[src/rtl/acq_pkg.sv]
// Package: shared types for the capture write controller.
// Assumes nothing beyond SystemVerilog 2017 enum support.
package acq_pkg;

    // Capture sequencing states.
    typedef enum logic [1:0] {
        ST_IDLE = 2'd0,
        ST_WAIT = 2'd1,
        ST_CAPT = 2'd2,
        ST_DONE = 2'd3
    } acq_state_t;

    // Capture modes; encoding matches the mode_sel pin.
    typedef enum logic {
        MODE_TIMING = 1'b0,
        MODE_STATE  = 1'b1
    } acq_mode_t;

endpackage

[src/rtl/acq_edge_sync.sv]
// Module: acq_edge_sync
// Brings an asynchronous clock-like signal into the sample domain through
// a parameterized flop chain and flags each rising edge with a one-cycle
// pulse. Assumes the input holds each level for at least two sample cycles.
module acq_edge_sync #(
    parameter int SYNC_STAGES = 2
) (
    input  logic clk,
    input  logic rst_n,
    input  logic async_in,
    output logic rise_o
);
    logic [SYNC_STAGES-1:0] chain;
    logic                   prev;

    // First synchronizer stage samples the raw input.
    always_ff @(posedge clk) begin
        if (!rst_n) chain[0] <= 1'b0;
        else        chain[0] <= async_in;
    end

    // Remaining stages shift the level along the chain.
    genvar g;
    generate
        for (g = 1; g < SYNC_STAGES; g++) begin : g_stage
            always_ff @(posedge clk) begin
                if (!rst_n) chain[g] <= 1'b0;
                else        chain[g] <= chain[g-1];
            end
        end
    endgenerate

    // Remember the last synchronized level for edge detection.
    always_ff @(posedge clk) begin
        if (!rst_n) prev <= 1'b0;
        else        prev <= chain[SYNC_STAGES-1];
    end

    assign rise_o = chain[SYNC_STAGES-1] & ~prev;

    // an edge pulse is never longer than one cycle.
    a_r4_single_rise: assert property (@(posedge clk) disable iff (!rst_n)
        rise_o |=> !rise_o);

endmodule

[src/rtl/acq_sample_gate.sv]
// Module: acq_sample_gate
// Registers the target data, trigger and qualifier, and produces the
// sample-event strobe for the active mode: every cycle in timing mode, and
// a qualified synchronized edge in state mode. Assumes din/trig/qual are
// steady around each target clock edge.
module acq_sample_gate
    import acq_pkg::*;
#(
    parameter int W = 32
) (
    input  logic            clk,
    input  logic            rst_n,
    input  acq_mode_t       mode,
    input  logic            ext_rise,
    input  logic [W-1:0]    din,
    input  logic            trig,
    input  logic            qual,
    output logic [W-1:0]    smp_data,
    output logic            smp_trig,
    output logic            smp_event
);
    logic qual_r;

    // Input stage: capture data and control once per sample cycle.
    always_ff @(posedge clk) begin
        if (!rst_n) begin
            smp_data <= '0;
            smp_trig <= 1'b0;
            qual_r   <= 1'b0;
        end else begin
            smp_data <= din;
            smp_trig <= trig;
            qual_r   <= qual;
        end
    end

    // Select what counts as a sample in the current mode.
    always_comb begin
        if (mode == MODE_STATE) smp_event = ext_rise & qual_r;
        else                    smp_event = 1'b1;
    end

    // an unqualified state-mode edge never yields a sample event.
    a_r4_unqualified: assert property (@(posedge clk) disable iff (!rst_n)
        (mode == MODE_STATE && !qual_r) |-> !smp_event);

endmodule

[src/rtl/acq_write_fsm.sv]
// Module: acq_write_fsm
// Sequences one capture: latches mode and post-trigger length while
// disarmed, waits for the trigger, emits post_len+1 active-low writes on
// sample events, then holds done until arm falls.
module acq_write_fsm
    import acq_pkg::*;
#(
    parameter int W  = 32,
    parameter int CW = 8
) (
    input  logic            clk,
    input  logic            rst_n,
    input  logic            arm,
    input  logic            mode_sel,
    input  logic [CW-1:0]   post_len,
    input  logic            smp_event,
    input  logic            smp_trig,
    input  logic [W-1:0]    smp_data,
    output acq_mode_t       mode_q,
    output logic            fifo_wr_n,
    output logic [W-1:0]    fifo_data,
    output logic            done
);
    acq_state_t    state;
    logic [CW-1:0] len_q;
    logic [CW-1:0] remain;

    // Capture sequencer with registered FIFO strobe and data.
    always_ff @(posedge clk) begin
        if (!rst_n) begin
            state     <= ST_IDLE;
            mode_q    <= MODE_TIMING;
            len_q     <= '0;
            remain    <= '0;
            fifo_wr_n <= 1'b1;
            fifo_data <= '0;
        end else begin
            fifo_wr_n <= 1'b1;
            case (state)
                ST_IDLE: begin
                    mode_q <= acq_mode_t'(mode_sel);
                    if (arm) begin
                        len_q <= post_len;
                        state <= ST_WAIT;
                    end
                end
                ST_WAIT: begin
                    if (!arm) begin
                        state <= ST_IDLE;
                    end else if (smp_event && smp_trig) begin
                        fifo_wr_n <= 1'b0;
                        fifo_data <= smp_data;
                        remain    <= len_q;
                        state     <= (len_q == '0) ? ST_DONE : ST_CAPT;
                    end
                end
                ST_CAPT: begin
                    if (!arm) begin
                        state <= ST_IDLE;
                    end else if (smp_event) begin
                        fifo_wr_n <= 1'b0;
                        fifo_data <= smp_data;
                        remain    <= remain - 1'b1;
                        if (remain == CW'(1)) state <= ST_DONE;
                    end
                end
                default: begin
                    if (!arm) state <= ST_IDLE;
                end
            endcase
        end
    end

    assign done = (state == ST_DONE);

    // no strobe follows a cycle spent disarmed or finished.
    a_r2_quiet: assert property (@(posedge clk) disable iff (!rst_n)
        (state == ST_IDLE || state == ST_DONE) |=> fifo_wr_n);

    // the remaining count stays within the latched length and nonzero.
    a_r7_remain_bound: assert property (@(posedge clk) disable iff (!rst_n)
        (state == ST_CAPT) |-> (remain <= len_q && remain != '0));

    // mode and length are frozen once armed.
    a_r8_cfg_frozen: assert property (@(posedge clk) disable iff (!rst_n)
        (state != ST_IDLE) |=> ($stable(mode_q) && $stable(len_q)));

    // done persists while arm stays high.
    a_r9_done_hold: assert property (@(posedge clk) disable iff (!rst_n)
        (done && arm) |=> done);

endmodule

[src/rtl/acq_write_ctrl.sv]
// Module: acq_write_ctrl (top)
// Capture FIFO write controller for one acquisition slice. Connects the
// target-clock synchronizer, the per-mode sample gate and the capture
// sequencer. Assumes ext_clk levels last at least two sample cycles.
module acq_write_ctrl
    import acq_pkg::*;
#(
    parameter int CHANNELS    = 32,
    parameter int LEN_W       = 8,
    parameter int SYNC_STAGES = 2
) (
    input  logic                clk,
    input  logic                rst_n,
    input  logic                arm,
    input  logic                mode_sel,
    input  logic [LEN_W-1:0]    post_len,
    input  logic                ext_clk,
    input  logic                trig,
    input  logic                qual,
    input  logic [CHANNELS-1:0] din,
    output logic                fifo_wr_n,
    output logic [CHANNELS-1:0] fifo_data,
    output logic                done
);
    logic                ext_rise;
    logic [CHANNELS-1:0] smp_data;
    logic                smp_trig;
    logic                smp_event;
    acq_mode_t           mode_q;

    acq_edge_sync #(.SYNC_STAGES(SYNC_STAGES)) u_sync (
        .clk      (clk),
        .rst_n    (rst_n),
        .async_in (ext_clk),
        .rise_o   (ext_rise)
    );

    acq_sample_gate #(.W(CHANNELS)) u_gate (
        .clk       (clk),
        .rst_n     (rst_n),
        .mode      (mode_q),
        .ext_rise  (ext_rise),
        .din       (din),
        .trig      (trig),
        .qual      (qual),
        .smp_data  (smp_data),
        .smp_trig  (smp_trig),
        .smp_event (smp_event)
    );

    acq_write_fsm #(.W(CHANNELS), .CW(LEN_W)) u_fsm (
        .clk       (clk),
        .rst_n     (rst_n),
        .arm       (arm),
        .mode_sel  (mode_sel),
        .post_len  (post_len),
        .smp_event (smp_event),
        .smp_trig  (smp_trig),
        .smp_data  (smp_data),
        .mode_q    (mode_q),
        .fifo_wr_n (fifo_wr_n),
        .fifo_data (fifo_data),
        .done      (done)
    );

    // state-mode writes never land on consecutive cycles.
    a_r4_state_spacing: assert property (@(posedge clk) disable iff (!rst_n)
        (!fifo_wr_n && mode_q == MODE_STATE) |=> fifo_wr_n);

    // a write is never issued while disarmed for two cycles running.
    a_r2_armed_only: assert property (@(posedge clk) disable iff (!rst_n)
        (!arm && $past(!arm)) |-> fifo_wr_n);

endmodule

[config.mk]
export PLATFORM = sky130hd
export DESIGN_NAME = acq_write_ctrl
export DESIGN_NICKNAME = d
export VERILOG_FILES = /design/src/rtl/acq_pkg.sv /design/src/rtl/acq_edge_sync.sv /design/src/rtl/acq_sample_gate.sv /design/src/rtl/acq_write_fsm.sv /design/src/rtl/acq_write_ctrl.sv
export SDC_FILE = /design/constraint.sdc
export NUM_CORES = 1
export LEC_CHECK = 0
export BUFFER_PORTS_ARGS = -buffer_cell sky130_fd_sc_hd__buf_2
export CAP_MARGIN = 20
export CORE_AREA = 5 5 83 85
export CTS_BUF_LIST = sky130_fd_sc_hd__clkbuf_4
export DETAILED_ROUTE_END_ITERATION = 10
export DIE_AREA = 0 0 88 90
export PLACE_DENSITY = 0.92
export SETUP_SLACK_MARGIN = 0.02
export SLEW_MARGIN = 30
export SYNTH_ARGS = -nofsm -noshare
export SYNTH_HDL_FRONTEND = slang
export SYNTH_SLANG_ARGS = --single-unit
[constraint.sdc]
create_clock -name clk -period 2.82 [get_ports clk]
set_clock_uncertainty 0.05 [all_clocks]
set_input_delay 0.141 -clock clk [delete_from_list [all_inputs] [get_ports clk]]
set_output_delay 0.141 -clock clk [all_outputs]
set_load 0.005 [all_outputs]
After elaboration in Yosys (flattened, before gate mapping)
Index checks and enable logic that the tools add are counted.
{"block": "totals", "regBits": 89, "in_bits": 47}
{"block": "classes", "addsub": 1, "n_eq_ne": 13, "muxes": 25, "bitwise": 3, "n_reduce_logical": 7}
{"op": "32-bit two-way mux", "count": 4}
{"op": "32-bit case mux with 2 select lines", "count": 1}
{"op": "8-bit two-way mux", "count": 4}
{"op": "8-bit case mux with 2 select lines", "count": 1}
{"op": "2-bit two-way mux", "count": 7}
{"op": "5-bit AND reduction", "count": 2}
{"op": "3-bit by 2-bit inequality test with 1-bit output (second input constant)", "count": 3}
{"op": "8-bit by 1-bit equality test with 1-bit output (second input constant)", "count": 1}
{"op": "8-bit logical NOT", "count": 1}
{"op": "8-bit by 1-bit subtractor with 8-bit output (second input constant)", "count": 1}
{"op": "1-bit two-way mux", "count": 6}
{"op": "2-bit inequality test (second input constant)", "count": 3}
{"op": "2-bit case mux with 3 select lines", "count": 1}
{"op": "2-bit equality test (second input constant)", "count": 2}
{"op": "2-bit by 1-bit inequality test with 1-bit output (second input constant)", "count": 2}
{"op": "4-bit by 1-bit inequality test with 1-bit output (second input constant)", "count": 1}
{"op": "1-bit AND", "count": 2}
{"op": "2-bit by 1-bit equality test with 1-bit output (second input constant)", "count": 1}
{"op": "2-bit logical NOT", "count": 1}
{"op": "1-bit case mux with 2 select lines", "count": 1}
{"op": "2-bit AND reduction", "count": 1}
{"op": "2-bit nonzero test", "count": 1}
{"op": "1-bit logical AND", "count": 1}
{"op": "1-bit inverter", "count": 1}

Logic depth before layout (Yosys ltp)
{"block": "depth", "ltp_word": 8, "depth_mapped": 7, "ltp_nobuf": 6}

By module
A second synthesis with hierarchy kept.
{"block": "unflattened", "cells_unflattened": 359, "hier_area_um2": 3299.4}
{"mod": "acq_write_fsm", "n_inst": 1, "cells_each": 280, "area_each_um2": 2245.9}
{"mod": "acq_sample_gate", "n_inst": 1, "cells_each": 72, "area_each_um2": 960.9}
{"mod": "acq_edge_sync", "n_inst": 1, "cells_each": 7, "area_each_um2": 92.6}

Worst setup path after synthesis
No wires, ideal clock.
{"block": "synth_path", "kind": "register to register", "startpoint": "reg u_fsm.state[1]", "endpoint": "reg u_fsm.remain[7]", "arrival_ns": 1.542, "setup_slack_ns": 1.094, "path_stages_with_launch": 8, "cell_sequence": "dfxtp_1 inv_1 ha_1 and2b_1 a211o_1 buf_2 a21oi_1 o32ai_2"}
{"block": "synth_between", "elab_chain_len": 3}
{"element": "start: declaration", "line_no": "acq_write_fsm.sv:24", "text": "acq_state_t state;"}
{"element": "start signal: assignment", "line_no": "acq_write_fsm.sv:54", "text": "state <= (len_q == '0) ? ST_DONE : ST_CAPT;"}
{"element": "2-bit equality test / 2-bit by 1-bit equality test with 1-bit output (equally long branches)", "line_no": "acq_write_fsm.sv:39", "text": "case (state)"}
{"element": "2-bit by 1-bit inequality test with 1-bit output (no line), or another cell as far along"}
{"element": "5-bit AND reduction (no line)"}
{"element": "end signal: assignment", "line_no": "acq_write_fsm.sv:53", "text": "remain <= len_q;"}
{"element": "end signal: assignment", "line_no": "acq_write_fsm.sv:63", "text": "remain <= remain - 1'b1;"}
{"element": "end: declaration", "line_no": "acq_write_fsm.sv:26", "text": "logic [CW-1:0] remain;"}
Several ways; a longest one is shown, not always the timed one.
A chain may end at the register's enable or synchronous reset.

Worst setup path after layout
{"block": "layout_path", "startpoint": "reg u_fsm.state[1]", "endpoint": "reg u_fsm.fifo_data[22]"}
{"block": "layout_between", "elab_chain_len": 3}
{"element": "2-bit equality test / 2-bit by 1-bit equality test with 1-bit output (equally long branches)", "line_no": "acq_write_fsm.sv:39"}
{"element": "2-bit by 1-bit inequality test with 1-bit output (no line), or another cell as far along"}
{"element": "5-bit AND reduction (no line)"}
{"element": "end signal: assignment", "line_no": "acq_write_fsm.sv:52", "text": "fifo_data <= smp_data;"}
{"element": "end signal: assignment", "line_no": "acq_write_fsm.sv:62", "text": "fifo_data <= smp_data;"}
{"element": "end: declaration", "line_no": "acq_write_fsm.sv:21", "text": "output logic [W-1:0] fifo_data,"}
Several ways; a longest one is shown, not always the timed one.

==> metrics.md <==
| Metric | Value |
|---|---|
| Number of nets in the layout | `538` |
| Worst slew margin | `0.485` |
| Post-synth EDFFs | `0` |
| Number of buffers added by the clock tree synthesis step | `9` |
| Post-route setup slack | `0.602 ns` |
| Number of nets with antenna violations after detailed routing | `0` |
| Met3 layer wire length in the routed design | `544 um` |
| Detailed-route via count | `2,976` |
| Library cell contributing the largest single delay on the critical path | `sky130_fd_sc_hd__a211o_1` |
| Netlist area before placement | `3260 um^2` |
| HPWL after detailed placement | `4940 um` |
| Arrival time reported for the critical path endpoint | `2.53 ns` |
| GP Congestion | `0.910` |
| DP Cell Count | `507` |
| Syn Nets | `416` |
| Syn_area_per_cell | `8.98 um^2` |
| Detailed-route wire length per cell | `15.2 um` |
| Max Cap Viol | `0` |
| First-pass iteration count of the detailed router | `7` |
| CTS tree | `built` |
| Aggregate negative setup slack | `0 ns` |
| Number of setup violations in the final report | `0` |
| Chip width | `88 um` |
| CP Class | `reg -> reg` |
| Number of max-slew violations in the final report | `0` |
| Seq cells post-synth | `89` |
| Number of distinct standard cells referenced by the synthesized netlist | `42` |
| Seq/Total Area, Yosys | `0.547` |
| Outcome | `finished clean` |
| Number of buffer cells added on primary ports | `80` |
| I/O pins | `81` |
| Setup Fix Bufs, Post-CTS | `0` |
| Delay contributed by the slowest stage of the critical path | `0.58 ns` |
| Sink count of the clock tree | `89` |
| Share of final-layout standard cells stronger than drive strength 1 | `0.229` |
| Total routed wirelength | `8610 um` |
| Setup slack after placement | `0.658 ns` |
| Final worst path period share | `0.786` |
| DIE AREA | `7920 um^2` |
| VDD IR-drop max | `0.000427 V` |
| DRC violations left | `0` |
| Kind of start point of the critical path | `register` |
| Static leakage power | `0.00180 uW` |
| Hold WC Path Type | `in -> reg` |
| Core ar. | `6130 um^2` |
| Drt initial violations | `209` |
| Worst-case register-to-register setup slack | `0.60 ns` |
| Dominant register cell in the synthesized netlist | `sky130_fd_sc_hd__dfxtp_1` |
| Series of cell instances along the critical path | `inv_1 > ha_1 > o21ai_2 > a211o_1 > buf_4 > nand2_1 > a21oi_1` |
| Residual overflow from global routing | `0` |
| Setup repair after global routing missed its margin | `no` |
| Worst slew pin tran | `0.768 ns` |
| Async S/R FF share, synth | `0` |
| Cell count after synthesis | `363` |
| First-pass GRT wire length | `14,300 um` |
| Htree depth | `3` |
| Initial Utilization | `0.531` |
| Most common cell after layout, fill and taps aside | `sky130_fd_sc_hd__dfxtp_1` |
| Height of the die | `90 um` |
| Synthesis-to-layout area growth | `31.2%` |
| Antenna violations before repair | `0` |
| Pin count of the biggest net entering global routing | `42` |
| Met1 layer wirelength in the final routing | `3250 um` |
| CP endpoint kind | `register` |
| Uppermost routed layer | `met4` |
| Clock Tree Buf Depth | `2` |
| Max Clock Freq | `451 MHz` |
| Insertion delay to the later sink of the worst-skew pair | `0.43 ns` |
| Number of antenna repair diodes | `0` |
| Worst-path clk slew | `0.14 ns` |
| Number of gates resized after cts | `0` |
| Count of placed standard cells in the final layout, fillers left out | `567` |
| Top fanout value on the critical path | `18` |
| Per-cell via count in the routed design | `5.25` |
| Count of synthesis-stage warnings from yosys | `0` |
| DR WL met2 | `4550 um` |
| CTS Root Cell | `sky130_fd_sc_hd__clkbuf_4` |
| Number of global-route vias before repair | `3,052` |
| Power density relative to cell area | `635 nW/um^2` |
| Most frequent cells in the layout | `sky130_fd_sc_hd__dfxtp_1 (89), sky130_fd_sc_hd__nand2_1 (87), sky130_fd_sc_hd__buf_2 (80)` |
| Time the worst path needs with I/O delays and setup | `2.22 ns` |
| Core Rows | `29` |
| Overall track demand over capacity in global routing | `0.231` |
| Total count of hold-check failures in the final report | `0` |
| Required time reported for the critical path endpoint | `3.13 ns` |
## power breakdown
part           internal (uW)  switching (uW)  total, uW
clock                    198             410        608
sequential              1360            64.7       1420
combinational            289             395        684
## final cells by class
type                    count  area [um^2]
clock buffers              11         82.6
clock inverters             5         32.5
fillers                   439         1860
inverters                   8         30.0
multi-input cells         245         1340
flip-flops and latches     89         1780
well taps                  77         96.3
repair buffers            132          913
## registers in the layout, indices dropped and copies added, names as in the netlist
register and cells:
u_fsm.mode_q 1, u_gate.smp_trig 1, u_fsm.fifo_wr_n 1, u_sync.chain 2, u_fsm.fifo_data 32, u_fsm.state 2, u_sync.prev 1, u_fsm.len_q 8
u_fsm.remain 8, u_gate.qual_r 1, u_gate.smp_data 32
## what timing repair did
action	4_1_cts	5_1_grt
hold buffers	44	0
setup endpoints to repair	0	0
endpoints found under the hold margin	44	0
## final timing paths
check | startpoint | end | cells past startpoint
max | u_fsm.state[1]$_SDFFE_PN0P_ | u_fsm.fifo_data[22]$_SDFFE_PN0P_ | 7
max reg2reg | u_fsm.state[1]$_SDFFE_PN0P_ | u_fsm.fifo_data[22]$_SDFFE_PN0P_ | 7
min reg2reg | u_gate.smp_data[22]$_SDFF_PN0_ | u_fsm.fifo_data[22]$_SDFFE_PN0P_ | 2
min | arm | u_fsm.len_q[5]$_SDFFE_PN0P_ | 3
## synthesized netlist by cell type (all sizes together), types with 3 or more instances
cell,instances,share of area
nor2,9,0.010
dfxtp,89,0.55
ha,6,0.023
and2,37,0.071
o21ai,7,0.012
buf,10,0.021
a211oi,3,0.012
nand2,87,0.10
clkbuf,11,0.013
nor2b,4,0.0077
mux2i,3,0.0092
nor4,4,0.0096
a21oi,49,0.075
nand3,9,0.014
inv,7,0.0081
a31oi,3,0.0058
## through the flow
step	utilization	instance area [um^2]	total power, uW	hold slack [ns]
global route	0.697	4270	2860	0.102
detailed placement	0.606	3720	2060	0.299
global placement	0.606	3720	2030	0.296
floorplan	-	3260	1880	0.218
finish	0.697	4270	2710	0.0970
CTS	0.697	4270	2700	0.0592
## cells by family after synthesis
| logic type | share of synthesized area |
|---|---|
| compound gates | 0.137 |
| fa+ha+maj | 0.0230 |
| buf+inv | 0.0426 |
| flops | 0.547 |
| mux | 0.0127 |
| simple gates | 0.238 |
## routing by layer
metal | vias up | global-route usage
met5 | - | 0
met1 | 1391 | 0.256
met4 | 0 | 0.109
li1 | 1441 | -
met2 | 119 | 0.400
met3 | 25 | 0.0603
## worst max-delay path, delay by kind of cell, from the launching register on
kind                     cells  cell delay [ns]
AO/OA/AOI/OAI                3             0.99
adder cells (fa/ha/maj)      1             0.28
buffers and inverters        2             0.38
flip-flops                   1             0.38
AND/OR/NAND/NOR              1             0.07
Power figures use the tool's default switching activity.
